--- src/rtl/xcvr_pkg.sv ---
package xcvr_pkg;

    // Source choice for one transfer direction
    typedef enum logic {
        PS_LIVE   = 1'b0,
        PS_STORED = 1'b1
    } path_state_e;

    localparam int unsigned NUM_DIR = 2;
    localparam int unsigned DIR_AB  = 0;
    localparam int unsigned DIR_BA  = 1;

endpackage

--- src/rtl/xcvr_capture_reg.sv ---
module xcvr_capture_reg #(
    parameter int unsigned WIDTH = 8
) (
    input  logic             clk,
    input  logic             rst_n,
    input  logic             cap_i,
    input  logic [WIDTH-1:0] d_i,
    output logic [WIDTH-1:0] q_o
);

    logic cap_q;
    logic load;

    // Rising strobe, seen in the core clock domain
    assign load = cap_i && !cap_q;

    always_ff @(posedge clk) begin
        cap_q <= cap_i;
        if (!rst_n) begin
            q_o <= '0;
        end else if (load) begin
            q_o <= d_i;
        end
    end

    AST_CAP_LOAD: assert property (@(posedge clk) disable iff (!rst_n)
        $rose(cap_i) |=> (q_o == $past(d_i)));

    AST_CAP_HOLD: assert property (@(posedge clk) disable iff (!rst_n)
        (rst_n && !$rose(cap_i)) |=> $stable(q_o));

    AST_CAP_CLEAR: assert property (@(posedge clk)
        !rst_n |=> (q_o == '0));

endmodule

--- src/rtl/xcvr_path_sel.sv ---
module xcvr_path_sel
    import xcvr_pkg::*;
#(
    parameter int unsigned WIDTH = 8
) (
    input  logic             clk,
    input  logic             rst_n,
    input  logic             sel_i,
    input  logic [WIDTH-1:0] live_i,
    input  logic [WIDTH-1:0] stored_i,
    output logic [WIDTH-1:0] out_o,
    output path_state_e      mode_o
);

    path_state_e state;
    path_state_e state_nxt;

    // State register: reset follows the select so reset leaves routing alone
    always_ff @(posedge clk) begin
        if (!rst_n) begin
            state <= sel_i ? PS_STORED : PS_LIVE;
        end else begin
            state <= state_nxt;
        end
    end

    // Transitions GO_STORED and GO_LIVE
    always_comb begin
        state_nxt = state;
        unique case (state)
            PS_LIVE:   if (sel_i)  state_nxt = PS_STORED;
            PS_STORED: if (!sel_i) state_nxt = PS_LIVE;
            default:   state_nxt = PS_LIVE;
        endcase
    end

    // Output mux steered only by the registered state
    always_comb begin
        unique case (state)
            PS_LIVE:   out_o = live_i;
            PS_STORED: out_o = stored_i;
            default:   out_o = live_i;
        endcase
    end

    assign mode_o = state;

    AST_SRC_STORED: assert property (@(posedge clk) disable iff (!rst_n)
        sel_i |=> (out_o == stored_i));

    AST_SRC_LIVE: assert property (@(posedge clk) disable iff (!rst_n)
        !sel_i |=> (out_o == live_i));

    AST_SEL_STEP: assert property (@(posedge clk) disable iff (!rst_n)
        $changed(sel_i) |=> (mode_o == ($past(sel_i) ? PS_STORED : PS_LIVE)));

endmodule

--- src/rtl/reg_bus_xcvr.sv ---
module reg_bus_xcvr
    import xcvr_pkg::*;
#(
    parameter int unsigned WIDTH = 8
) (
    input  logic             clk,
    input  logic             rst_n,
    input  logic             cap_ab,
    input  logic             cap_ba,
    input  logic             sel_ab,
    input  logic             sel_ba,
    input  logic             en_ab,
    input  logic             en_ba_n,
    input  logic [WIDTH-1:0] a_in,
    output logic [WIDTH-1:0] a_out,
    output logic             a_oe,
    input  logic [WIDTH-1:0] b_in,
    output logic [WIDTH-1:0] b_out,
    output logic             b_oe
);

    logic [WIDTH-1:0] src  [NUM_DIR];
    logic [WIDTH-1:0] held [NUM_DIR];
    logic [WIDTH-1:0] dst  [NUM_DIR];
    logic             cap  [NUM_DIR];
    logic             sel  [NUM_DIR];
    path_state_e      mode [NUM_DIR];

    assign src[DIR_AB] = a_in;
    assign src[DIR_BA] = b_in;
    assign cap[DIR_AB] = cap_ab;
    assign cap[DIR_BA] = cap_ba;
    assign sel[DIR_AB] = sel_ab;
    assign sel[DIR_BA] = sel_ba;

    for (genvar d = 0; d < NUM_DIR; d++) begin : g_dir
        xcvr_capture_reg #(.WIDTH(WIDTH)) i_cap (
            .clk   (clk),
            .rst_n (rst_n),
            .cap_i (cap[d]),
            .d_i   (src[d]),
            .q_o   (held[d])
        );

        xcvr_path_sel #(.WIDTH(WIDTH)) i_sel (
            .clk      (clk),
            .rst_n    (rst_n),
            .sel_i    (sel[d]),
            .live_i   (src[d]),
            .stored_i (held[d]),
            .out_o    (dst[d]),
            .mode_o   (mode[d])
        );
    end

    assign b_out = dst[DIR_AB];
    assign a_out = dst[DIR_BA];
    assign b_oe  = en_ab;
    assign a_oe  = !en_ba_n;

    AST_BUS_HOLD: assert property (@(posedge clk) disable iff (!rst_n)
        (en_ab && !en_ba_n && mode[DIR_AB] == PS_LIVE && mode[DIR_BA] == PS_LIVE)
        |-> (a_oe && b_oe && b_out == a_in && a_out == b_in));

    AST_OE_OFF: assert property (@(posedge clk) disable iff (!rst_n)
        (!en_ab || en_ba_n) |-> !(a_oe && b_oe));

endmodule

--- config.mk ---
export PLATFORM = sky130hd
export DESIGN_NAME = reg_bus_xcvr
export DESIGN_NICKNAME = d
export VERILOG_FILES = /design/src/rtl/xcvr_pkg.sv /design/src/rtl/xcvr_capture_reg.sv /design/src/rtl/xcvr_path_sel.sv /design/src/rtl/reg_bus_xcvr.sv
export SDC_FILE = /design/constraint.sdc
export NUM_CORES = 1
export LEC_CHECK = 0
export ABC_CLOCK_PERIOD_IN_PS = 1300
export CORE_UTILIZATION = 40
export DETAILED_ROUTE_END_ITERATION = 16
export DONT_BUFFER_PORTS = 1
export PLACE_DENSITY = 0.52
export SLEW_MARGIN = 0
export SYNTH_ARGS = -nofsm -noshare
export SYNTH_HDL_FRONTEND = slang
export SYNTH_SLANG_ARGS = --single-unit
--- constraint.sdc ---
create_clock -name clk -period 1.3 [get_ports clk]
set_input_delay 0.26 -clock clk [delete_from_list [all_inputs] [get_ports clk]]
set_output_delay 0.26 -clock clk [all_outputs]
set_load 0.01 [all_outputs]
==> flow_summary.yaml <==
outcome:
  outcome: "finished, violations left"
  violations: "negative setup slack"
die:
  rows: 17
  io_pins: 42
  core_area_mm2: 0.00221
  initial_utilization_pct: 42.6
  die_w_um: 50.6
  die_height_um: 50.6
  die-area_mm2: 0.00256
clock_tree:
  numCtsBuffers: 3
  cts_buffer_depth: 2
  insertion_delay_ps: 300
  post_cts_buffers: 0
  htree_levels: 1
  cts_tree: "built"
  clkTransAtPathRegs_ps: 120
  clockRootBuffer: "clkbuf_4"
  clock-sinks: 20
power:
  leakagePower_nw: 0.469
  power_density_mw_per_mm2: 1120
  peakVddDrop_mv: 0.601
timing:
  hold_viol: 0
  setup_viol: 16
  worst_slack_ps: -53.9
  tightest_slew_ps: 163
  grt_setup_unrepaired: "yes"
  max_freq_mhz: 739
  post-route-period-util_pct: 104
  finClkSkew_ps: 11.5
  slew_viol_final: 0
  slew_headroom_pct: 89.2
  period_needed_ps: 1350
  timing.hold.ws_ps: 83.7
setup_path:
  crit_arrival_ps: 1090
  cpLargestDelayFamily: "flip-flops"
  worstPathCellList: "mux2_4"
  rr_endpoint: "g_dir[1].i_cap.q_o[5]"
  worst_path_largest_cell_delay_ps: 450
  cp-start-kind: "register"
  path_buf_inv: 0
  cp-end-kind: "output port"
  reg2reg_depth: 3
  cp_max_fo: 8
  cp.required_ps: 1040
  criticalPathCategory: "reg -> out"
  rrSetupSlack_ps: 420
  critPathSlowestCell: "dfxtp_4"
  r2r_start: "g_dir[1].i_cap.cap_q"
layout:
  multi_input_area_um2: 533
  finalInstanceArea_mm2: 0.00107
  layout-drive-gt1-share_pct: 24.7
  register_area_um2: 408
  nNetsFinal: 122
  final_core_util_pct: 48.4
  diodes: 0
  fill_cells: 212
  syn2layout_area_growth_pct: 13.5
placement:
  globalplace.congestion: 0.600
  hpwl_mm: 1.09
  io_buffers: 0
  place_area_um2: 927
min_path:
  hold_end: "g_dir[1].i_cap.q_o[0]"
  min_from: "b_in[0]"
  hold_path_class: "in -> reg"
  min_path_cells: 2
logic_synthesis:
  yosysWarnings: 0
  synth_area_leader_cell: "dfxtp_1"
  syn_area_um2: 943
  synth.distinct_cells: 9
  ys_ff_latch: 20
  ys_top_cells_by_count: "32 x nand2_1, 20 x dfxtp_1, 16 x mux2_2, 16 x mux2i_1"
  syn_nets: 119
  ys.flop_type: "dfxtp_1"
  synth_top_area_share_pct: 42.4
  yosysSeqAreaShare_pct: 42.4
  synth.avg_cell_area_um2: 9.93
  synth_enable_flop_cells: 0
  synthCells: 95
  synthArstFlopShare_pct: 0
  post-synth-top-count-cell: "nand2_1"
  synth_area_leaders: "dfxtp_1 42%, mux2_2 19%, mux2i_1 17%"
drt:
  vias_per_cell: 5.08
  wl_mm: 1.65
  antenna_left: 0
  wl_per_cell_um: 13.2
  route.detailed.drc: 0
  dr_total_vias: 635
  drt_iter0_drc: 2
  drt_first_pass_iters: 2
global_route:
  grt_pass1_wl_mm: 2.77
  antenna_found_initial: 0
  grt_max_degree: 33
  grt_pass1_vias: 709
  grt.overflow.total: 0
  grt_use_total_pct: 14.9
job:
  maxCapViolations: 0
-- layout make-up --
| cell class | instances | share of cell area [%] |
|---|---|---|
| clock buffers | 4 | 3.39 |
| inverters | 1 | 0.350 |
| multi-input cells | 66 | 49.8 |
| flip-flops and latches | 20 | 38.1 |
| well taps | 28 | 3.27 |
| repair buffers | 6 | 5.14 |
-- per-layer routing --
| metal | share of wire [%] | track usage, % |
|---|---|---|
| met4 | 0.97 | 9.72 |
| met2 | 49 | 26.4 |
| met5 | 0 | 0 |
| met1 | 41 | 14.9 |
| met3 | 8.4 | 4.55 |
-- flip-flops by register name, indices dropped and copies added, names as in the netlist --
| name | flops |
|---|---|
| g_dir.i_sel.mode_o | 2 |
| g_dir.i_cap.cap_q | 2 |
| g_dir.i_cap.q_o | 16 |
-- where the power goes --
part / switching (mW) / internal (mW) / leakage, nW
logic: 0.0641 / 0.0990 / 0.282
registers: 0.0263 / 0.643 / 0.165
clock network: 0.192 / 0.171 / 0.0210
-- cells in the final DEF, fill, tap and decap left out --
master	Yosys	final
dfxtp_4	0	2
dfxtp_1	20	18
nand2_1	32	32
clkbuf_8	0	1
dlygate4sd3_1	0	4
inv_1	1	1
nor2b_1	2	2
buf_4	3	2
mux2i_1	16	16
mux2_4	0	16
clkbuf_4	0	3
-- cells by family (layout without fill, tap and decap cells) --
family / Yosys count / count (layout) / share of synthesized area, %
DFF: 20 / 20 / 42.4
and+or+nand+nor: 34 / 34 / 14.1
muxes: 32 / 32 / 36.1
buffers and inverters: 9 / 11 / 7.43
-- what timing repair did --
| item | in CTS | in global routing |
|---|---|---|
| resized for setup | 20 | 0 |
| hold endpoints to repair | 4 | 0 |
| hold buffers | 4 | 0 |
| setup endpoints to repair | 16 | 16 |
-- stage by stage --
stage          setup WS, ps  cells  setup TNS, ps  power (mW)
6_report              -53.9    125           -728        1.20
5_1_grt               -97.2    125          -1440        1.25
4_1_cts               -70.8    125          -1080        1.22
3_5_place_dp            102    117              0       0.811
3_3_place_gp            109    117              0       0.808
2_1_floorplan           217     95              0       0.818
-- how the worst max path moves through the flow --
stage / depth (start not counted) / end / slack (ps) / start
2_1_floorplan: 2 / a_out[0] / 220 / g_dir[1].i_sel.mode_o
3_3_place_gp: 1 / b_out[3] / 110 / g_dir[0].i_sel.mode_o
3_5_place_dp: 1 / a_out[5] / 100 / g_dir[1].i_sel.mode_o
4_1_cts: 1 / b_out[3] / -70 / g_dir[0].i_sel.mode_o
5_1_grt: 1 / b_out[3] / -100 / g_dir[0].i_sel.mode_o
6_report: 1 / a_out[5] / -50 / g_dir[1].i_sel.mode_o
Note: power is estimated with default switching activity, not from simulation.
